==> src/rtl/pwm_pkg.sv <==
package pwm_pkg;

  typedef enum logic [1:0] {
    CMO_OFF     = 2'd0,
    CMO_OFF_ALT = 2'd1,
    CMO_NONINV  = 2'd2,
    CMO_INV     = 2'd3
  } cmo_mode_e;

  function automatic logic cmo_enabled(input cmo_mode_e m);
    return (m == CMO_NONINV) || (m == CMO_INV);
  endfunction

endpackage

==> src/rtl/pwm_updown_counter.sv <==
module pwm_updown_counter #(
  parameter int W = 8
) (
  input  logic         clk,
  input  logic         rst,
  input  logic         tick,
  input  logic [W-1:0] ceil_val,
  input  logic         ovf_clr,
  output logic [W-1:0] cnt,
  output logic         rising,
  output logic         at_ceil,
  output logic         ovf_flag
);
  localparam logic [W-1:0] ONE  = W'(1);
  localparam logic [W-1:0] ZERO = '0;

  logic hit_bottom;

  always_comb begin
    at_ceil    = rising && (cnt >= ceil_val);
    hit_bottom = !rising && (cnt <= ONE);
  end

  always_ff @(posedge clk) begin
    if (rst) begin
      cnt    <= ZERO;
      rising <= 1'b1;
    end else if (tick) begin
      if (rising) begin
        if (at_ceil) begin
          rising <= 1'b0;
          cnt    <= (cnt == ZERO) ? ZERO : cnt - ONE;
        end else begin
          cnt <= cnt + ONE;
        end
      end else if (hit_bottom) begin
        rising <= 1'b1;
        cnt    <= ZERO;
      end else begin
        cnt <= cnt - ONE;
      end
    end
  end

  always_ff @(posedge clk) begin
    if (rst)                     ovf_flag <= 1'b0;
    else if (tick && hit_bottom) ovf_flag <= 1'b1;
    else if (ovf_clr)            ovf_flag <= 1'b0;
  end


  count_hold_chk: assert property (@(posedge clk) disable iff (rst)
    !tick |=> $stable(cnt) && $stable(rising));


  step_size_chk: assert property (@(posedge clk) disable iff (rst)
    tick |=> (cnt == $past(cnt) + ONE) || (cnt == $past(cnt) - ONE) || (cnt == $past(cnt)));


  ovf_at_zero_chk: assert property (@(posedge clk) disable iff (rst)
    $rose(ovf_flag) |-> (cnt == ZERO));

endmodule

==> src/rtl/pwm_cmp_channel.sv <==
module pwm_cmp_channel
  import pwm_pkg::*;
#(
  parameter int W = 8
) (
  input  logic         clk,
  input  logic         rst,
  input  logic         tick,
  input  logic         reload,
  input  logic [W-1:0] cnt,
  input  logic         rising,
  input  logic         wr_en,
  input  logic [W-1:0] wr_val,
  input  cmo_mode_e    mode,
  input  logic         flag_clr,
  output logic [W-1:0] active,
  output logic         wave,
  output logic         flag
);
  logic [W-1:0] hold_q;
  logic         hit;

  always_comb hit = (cnt == active);

  always_ff @(posedge clk) begin
    if (rst)        hold_q <= '0;
    else if (wr_en) hold_q <= wr_val;
  end

  always_ff @(posedge clk) begin
    if (rst)                 active <= '0;
    else if (tick && reload) active <= hold_q;
  end

  always_ff @(posedge clk) begin
    if (rst)              flag <= 1'b0;
    else if (tick && hit) flag <= 1'b1;
    else if (flag_clr)    flag <= 1'b0;
  end

  always_ff @(posedge clk) begin
    if (rst)                    wave <= 1'b0;
    else if (!cmo_enabled(mode)) wave <= 1'b0;
    else if (tick && hit)        wave <= (mode == CMO_INV) ? rising : !rising;
  end


  off_low_chk: assert property (@(posedge clk) disable iff (rst)
    !cmo_enabled(mode) |=> !wave);


  flag_cause_chk: assert property (@(posedge clk) disable iff (rst)
    $rose(flag) |-> $past(tick && hit));


  active_hold_chk: assert property (@(posedge clk) disable iff (rst)
    !(tick && reload) |=> $stable(active));


  wave_hold_chk: assert property (@(posedge clk) disable iff (rst)
    (!tick && cmo_enabled(mode)) |=> $stable(wave));

endmodule

==> src/rtl/pwm_phase_correct.sv <==
module pwm_phase_correct
  import pwm_pkg::*;
#(
  parameter int W = 8
) (
  input  logic         clk,
  input  logic         rst,
  input  logic         tick,
  input  logic         top_sel,
  input  logic         cmp_a_we,
  input  logic [W-1:0] cmp_a_in,
  input  logic         cmp_b_we,
  input  logic [W-1:0] cmp_b_in,
  input  logic [1:0]   mode_a,
  input  logic [1:0]   mode_b,
  input  logic         ovf_clr,
  input  logic         match_a_clr,
  input  logic         match_b_clr,
  output logic [W-1:0] count,
  output logic         wave_a,
  output logic         wave_b,
  output logic         ovf_flag,
  output logic         match_a_flag,
  output logic         match_b_flag
);
  localparam int           NCH  = 2;
  localparam logic [W-1:0] FULL = '1;

  logic         rising, at_ceil;
  logic [W-1:0] ceil_val;
  logic [W-1:0] act   [NCH];
  logic         we    [NCH];
  logic [W-1:0] wdat  [NCH];
  logic [1:0]   mraw  [NCH];
  logic         fclr  [NCH];
  logic         wv    [NCH];
  logic         fl    [NCH];

  always_comb begin
    we[0] = cmp_a_we;  wdat[0] = cmp_a_in;  mraw[0] = mode_a;  fclr[0] = match_a_clr;
    we[1] = cmp_b_we;  wdat[1] = cmp_b_in;  mraw[1] = mode_b;  fclr[1] = match_b_clr;
    ceil_val = top_sel ? act[0] : FULL;
  end

  pwm_updown_counter #(.W(W)) u_cnt (
    .clk      (clk),
    .rst      (rst),
    .tick     (tick),
    .ceil_val (ceil_val),
    .ovf_clr  (ovf_clr),
    .cnt      (count),
    .rising   (rising),
    .at_ceil  (at_ceil),
    .ovf_flag (ovf_flag)
  );

  for (genvar g = 0; g < NCH; g++) begin : g_ch
    pwm_cmp_channel #(.W(W)) u_ch (
      .clk      (clk),
      .rst      (rst),
      .tick     (tick),
      .reload   (at_ceil),
      .cnt      (count),
      .rising   (rising),
      .wr_en    (we[g]),
      .wr_val   (wdat[g]),
      .mode     (cmo_mode_e'(mraw[g])),
      .flag_clr (fclr[g]),
      .active   (act[g]),
      .wave     (wv[g]),
      .flag     (fl[g])
    );
  end

  assign wave_a       = wv[0];
  assign wave_b       = wv[1];
  assign match_a_flag = fl[0];
  assign match_b_flag = fl[1];


  full_turn_chk: assert property (@(posedge clk) disable iff (rst)
    (tick && count == FULL) |=> (count == FULL - W'(1)));


  reset_state_chk: assert property (@(posedge clk)
    rst |=> (count == '0) && !wave_a && !wave_b && !ovf_flag && !match_a_flag && !match_b_flag);

endmodule

==> config.mk <==
export PLATFORM = sky130hd
export DESIGN_NAME = pwm_phase_correct
export DESIGN_NICKNAME = d
export VERILOG_FILES = /design/src/rtl/pwm_pkg.sv /design/src/rtl/pwm_updown_counter.sv /design/src/rtl/pwm_cmp_channel.sv /design/src/rtl/pwm_phase_correct.sv
export SDC_FILE = /design/constraint.sdc
export NUM_CORES = 1
export LEC_CHECK = 0
export ABC_AREA = 1
export BUFFER_PORTS_ARGS = -buffer_cell sky130_fd_sc_hd__buf_2
export CAP_MARGIN = 10
export CORE_MARGIN = 2
export CORE_UTILIZATION = 25
export CTS_BUF_LIST = sky130_fd_sc_hd__clkbuf_8
export DETAILED_ROUTE_END_ITERATION = 10
export GPL_TIMING_DRIVEN = 0
export PLACE_DENSITY_LB_ADDON = 0.05
export SLEW_MARGIN = 10
export SYNTH_ARGS = -nofsm -noshare
export SYNTH_HDL_FRONTEND = slang
export SYNTH_SLANG_ARGS = --single-unit
==> constraint.sdc <==
create_clock -name clk -period 2.9 [get_ports clk]
set_clock_uncertainty 0.05 [all_clocks]
set_input_delay 0.145 -clock clk [delete_from_list [all_inputs] [get_ports clk]]
set_output_delay 0.145 -clock clk [all_outputs]
set_load 0.05 [all_outputs]
==> impl_metrics.csv <==
group,metric,value,unit
outcome,status,"completed",
synthesis,syn-num-nets,430,
placement,place.port_buffers,39,
finish,area_growth,19.75,%
finish,num-fill-cells,1268,
finish,multi_input_area,1585,um2
global_routing,grt-ovfl-total,0,
worst_setup_path,cp_data_arrival_time,2310,ps
global_routing,grt_max_degree,15,
clock_network,clk_pin_slew,90,ps
timing,setup_ws,781.6,ps
clock_network,clk_latency,300,ps
timing,rsz0062_at_grt,"no",
timing,relSlewSlack,0.4810,
synthesis,synth.avg_cell_area,7.034,um2
clock_network,cts_hold_buf,6,
placement,gp_congestion,0.8402,
synthesis,ys_seq_elements,46,
finish,diodes,0,
routing,routed_via_density,4.459,
worst_setup_path,timing.rr.start,"g_ch[0].u_ch.active[7]$_SDFFE_PP0P_",
synthesis,synth-main-ff-cell,"dfxtp_1",
worst_setup_path,rr_worst_depth,10,
synthesis,syn-instance-count,389,
clock_network,cts_tree,"built",
timing,hold_violations,0,
clock_network,cts.sinks,46,
finish,final_util,0.3050,
finish,layout.cells.non_filler,582,
synthesis,synth-edff-count,0,
floorplanning,io_pins,42,
timing,timing.final.crit_period,2118,ps
worst_setup_path,cp-start-kind,"flip-flop",
finish,finalNetCount,482,
run,maxCapViolations,0,
worst_setup_path,crit_path_end,"u_cnt.cnt[3]$_SDFFE_PP0P_",
synthesis,ys_seq_area_frac,0.3365,
finish,drive_above_1_share,0.2149,
clock_network,cts_setup_buffers,0,
timing,timing.fmax,472.1,MHz
synthesis,synthesis.area,2736,um2
timing,tightest_slew,778.5,ps
power,power_density,499.7,nW/um2
placement,dp_cells,568,
routing,drc,0,
worst_setup_path,cp_max_fo,7,
routing,antenna_left,0,
timing,min_period_over_period,0.7305,
routing,drtIter0Drc,99,
clock_network,clockRootBuffer,"clkbuf_8",
timing,holdWs,9.774,ps
routing,drt_wl_total,8158,um
floorplanning,core,10750,um2
routing,post_drt_wl_per_cell,14.02,um
timing,finalSetupViolations,0,
global_routing,grt_usage,0.1489,
placement,dpl_cell_area,3107,um2
finish,final_area,3277,um2
synthesis,async_flop_share,0,
floorplanning,die_w,108.6,um
clock_network,cts_buffer_depth,2,
timing,slew_violations,0,
clock_network,cts_buffers,5,
floorplanning,fp.dieArea,11800,um2
routing,vias,2595,
worst_setup_path,endpoint_kind,"flip-flop",
floorplanning,die_h,108.6,um
worst_setup_path,crit_type,"reg2reg",
power,max-vdd-ir-drop,0.0001920,V
synthesis,synth_warnings,0,
worst_setup_path,r2r-end,"u_cnt.cnt[3]$_SDFFE_PP0P_",
global_routing,grt_pass1_vias,2578,
power,finalPower,1.638,mW
hold_path,min-delay-path-class,"in2reg",
finish,seqCellArea,920.9,um2
placement,hpwl,6125,um
worst_setup_path,worstPathRequired,3090,ps
routing,first_pass_iters,4,
power,p_leak,1.455,nW
synthesis,ys_types,39,
global_routing,antenna_found_initial,0,
placement,place_ws,738.9,ps
clock_network,ctsHtreeMaxLevel,2,
timing,setup_tns,0,ps
global_routing,grt_pass1_wl,13450,um
worst_setup_path,critical_path.startpoint,"g_ch[0].u_ch.active[7]$_SDFFE_PP0P_",
clock_network,post_cts_resize_count,0,
floorplanning,start_util,0.2547,
floorplanning,rows,38,
worst_setup_path,r2r_slack,780,ps
layout make-up:
cell class | instances | share of cell area
buffer | 15 | 0.02902
clock buffer | 5 | 0.02100
clock inverter | 3 | 0.01260
inverter | 34 | 0.04124
multi-input combinational | 294 | 0.4838
sequential | 46 | 0.2810
tap | 140 | 0.05346
timing repair buffer | 45 | 0.07789
layer usage:
metal	global-route usage	vias up	share of wire
met5	0	-	0
met4	0.04487	0	0.018
met3	0.01913	11	0.026
met2	0.2500	50	0.46
met1	0.1990	1169	0.50
li1	-	1365	-
layout by cell type, fill, tap and decap left out, drive strengths merged:
master / Yosys / routed
a21o: 1 / 1
inv: 34 / 35
o21bai: 1 / 1
a21oi: 29 / 29
o211ai: 1 / 1
ha: 12 / 12
clkbuf: 4 / 9
a211oi: 1 / 1
or2: 2 / 2
o21ai: 25 / 25
nand4: 8 / 8
o2111ai: 1 / 1
nor3: 4 / 4
nand2: 83 / 83
o22ai: 3 / 3
buf: 11 / 50
dfxtp: 46 / 46
bufinv: 0 / 1
a31oi: 1 / 1
nor2: 80 / 80
xor2: 10 / 10
dlygate4sd3: 0 / 6
nor4: 1 / 1
nand3: 28 / 28
xnor2: 3 / 3
clkinvlp: 0 / 1
where the power goes:
group | internal [mW] | total (mW) | switching [mW] | leakage [nW]
clock | 0.254 | 0.497 | 0.242 | 0.0556
sequential | 0.666 | 0.698 | 0.0314 | 0.376
combinational | 0.149 | 0.443 | 0.294 | 1.02
total | 1.07 | 1.64 | 0.568 | 1.45
critical path, stage by stage (launching register included):
cell and delay (ps):
dfxtp_1 430, nor2_1 80, ha_1 290, a21o_1 210, nor2_4 240, nand4_2 290
nand2_1 130, nand2_1 60, nor2_1 130, nor2_1 60, nor2_1 80
how the worst min path moves through the flow:
stage | from | to | slack [ps] | depth (start not counted)
after floorplan | cmp_a_in[1] | g_ch[0].u_ch.hold_q[1]$_SDFFE_PP0P_ | 230 | 2
after global placement | cmp_a_in[5] | g_ch[0].u_ch.hold_q[5]$_SDFFE_PP0P_ | 320 | 3
after detailed placement | cmp_a_in[2] | g_ch[0].u_ch.hold_q[2]$_SDFFE_PP0P_ | 320 | 3
after CTS | cmp_b_in[2] | g_ch[1].u_ch.hold_q[2]$_SDFFE_PP0P_ | 0.2 | 3
after global routing | mode_b[1] | g_ch[1].u_ch.wave$_SDFFE_PP0P_ | 10 | 3
final | cmp_b_in[2] | g_ch[1].u_ch.hold_q[2]$_SDFFE_PP0P_ | 10 | 3
Yosys cell counts (2+ instances only):
master,number,area (um2)
nor2_1,76,285.3
nand2_1,68,255.2
dfxtp_1,46,920.9
inv_1,30,112.6
nand3_1,27,135.1
o21ai_0,24,120.1
a21oi_1,18,90.09
nand2_2,13,81.33
ha_1,12,150.1
a21oi_2,11,96.34
xor2_1,10,87.58
nand4_1,7,43.79
buf_2,6,30.03
clkbuf_1,4,15.01
inv_2,3,11.26
nor2_4,3,33.78
nor3_1,3,15.01
o22ai_1,3,18.77
xnor2_1,3,26.28
buf_4,2,15.01
or2_2,2,12.51
state kept, by name, summed over array words and instances, names as in the netlist:
signal	count
g_ch.u_ch.active	16
g_ch.u_ch.hold_q	16
u_cnt.cnt	8
g_ch.u_ch.flag	2
g_ch.u_ch.wave	2
u_cnt.ovf_flag	1
u_cnt.rising	1
logic make-up after synthesis:
family,count (synthesis),share of synthesized area
AO/OA/AOI/OAI,63,0.1372
XOR/XNOR,13,0.04161
adder cells (fa/ha/maj),12,0.05487
buffers and inverters,49,0.08413
flip-flops,46,0.3365
AND/OR/NAND/NOR,206,0.3457
Power figures use the tool's default switching activity.
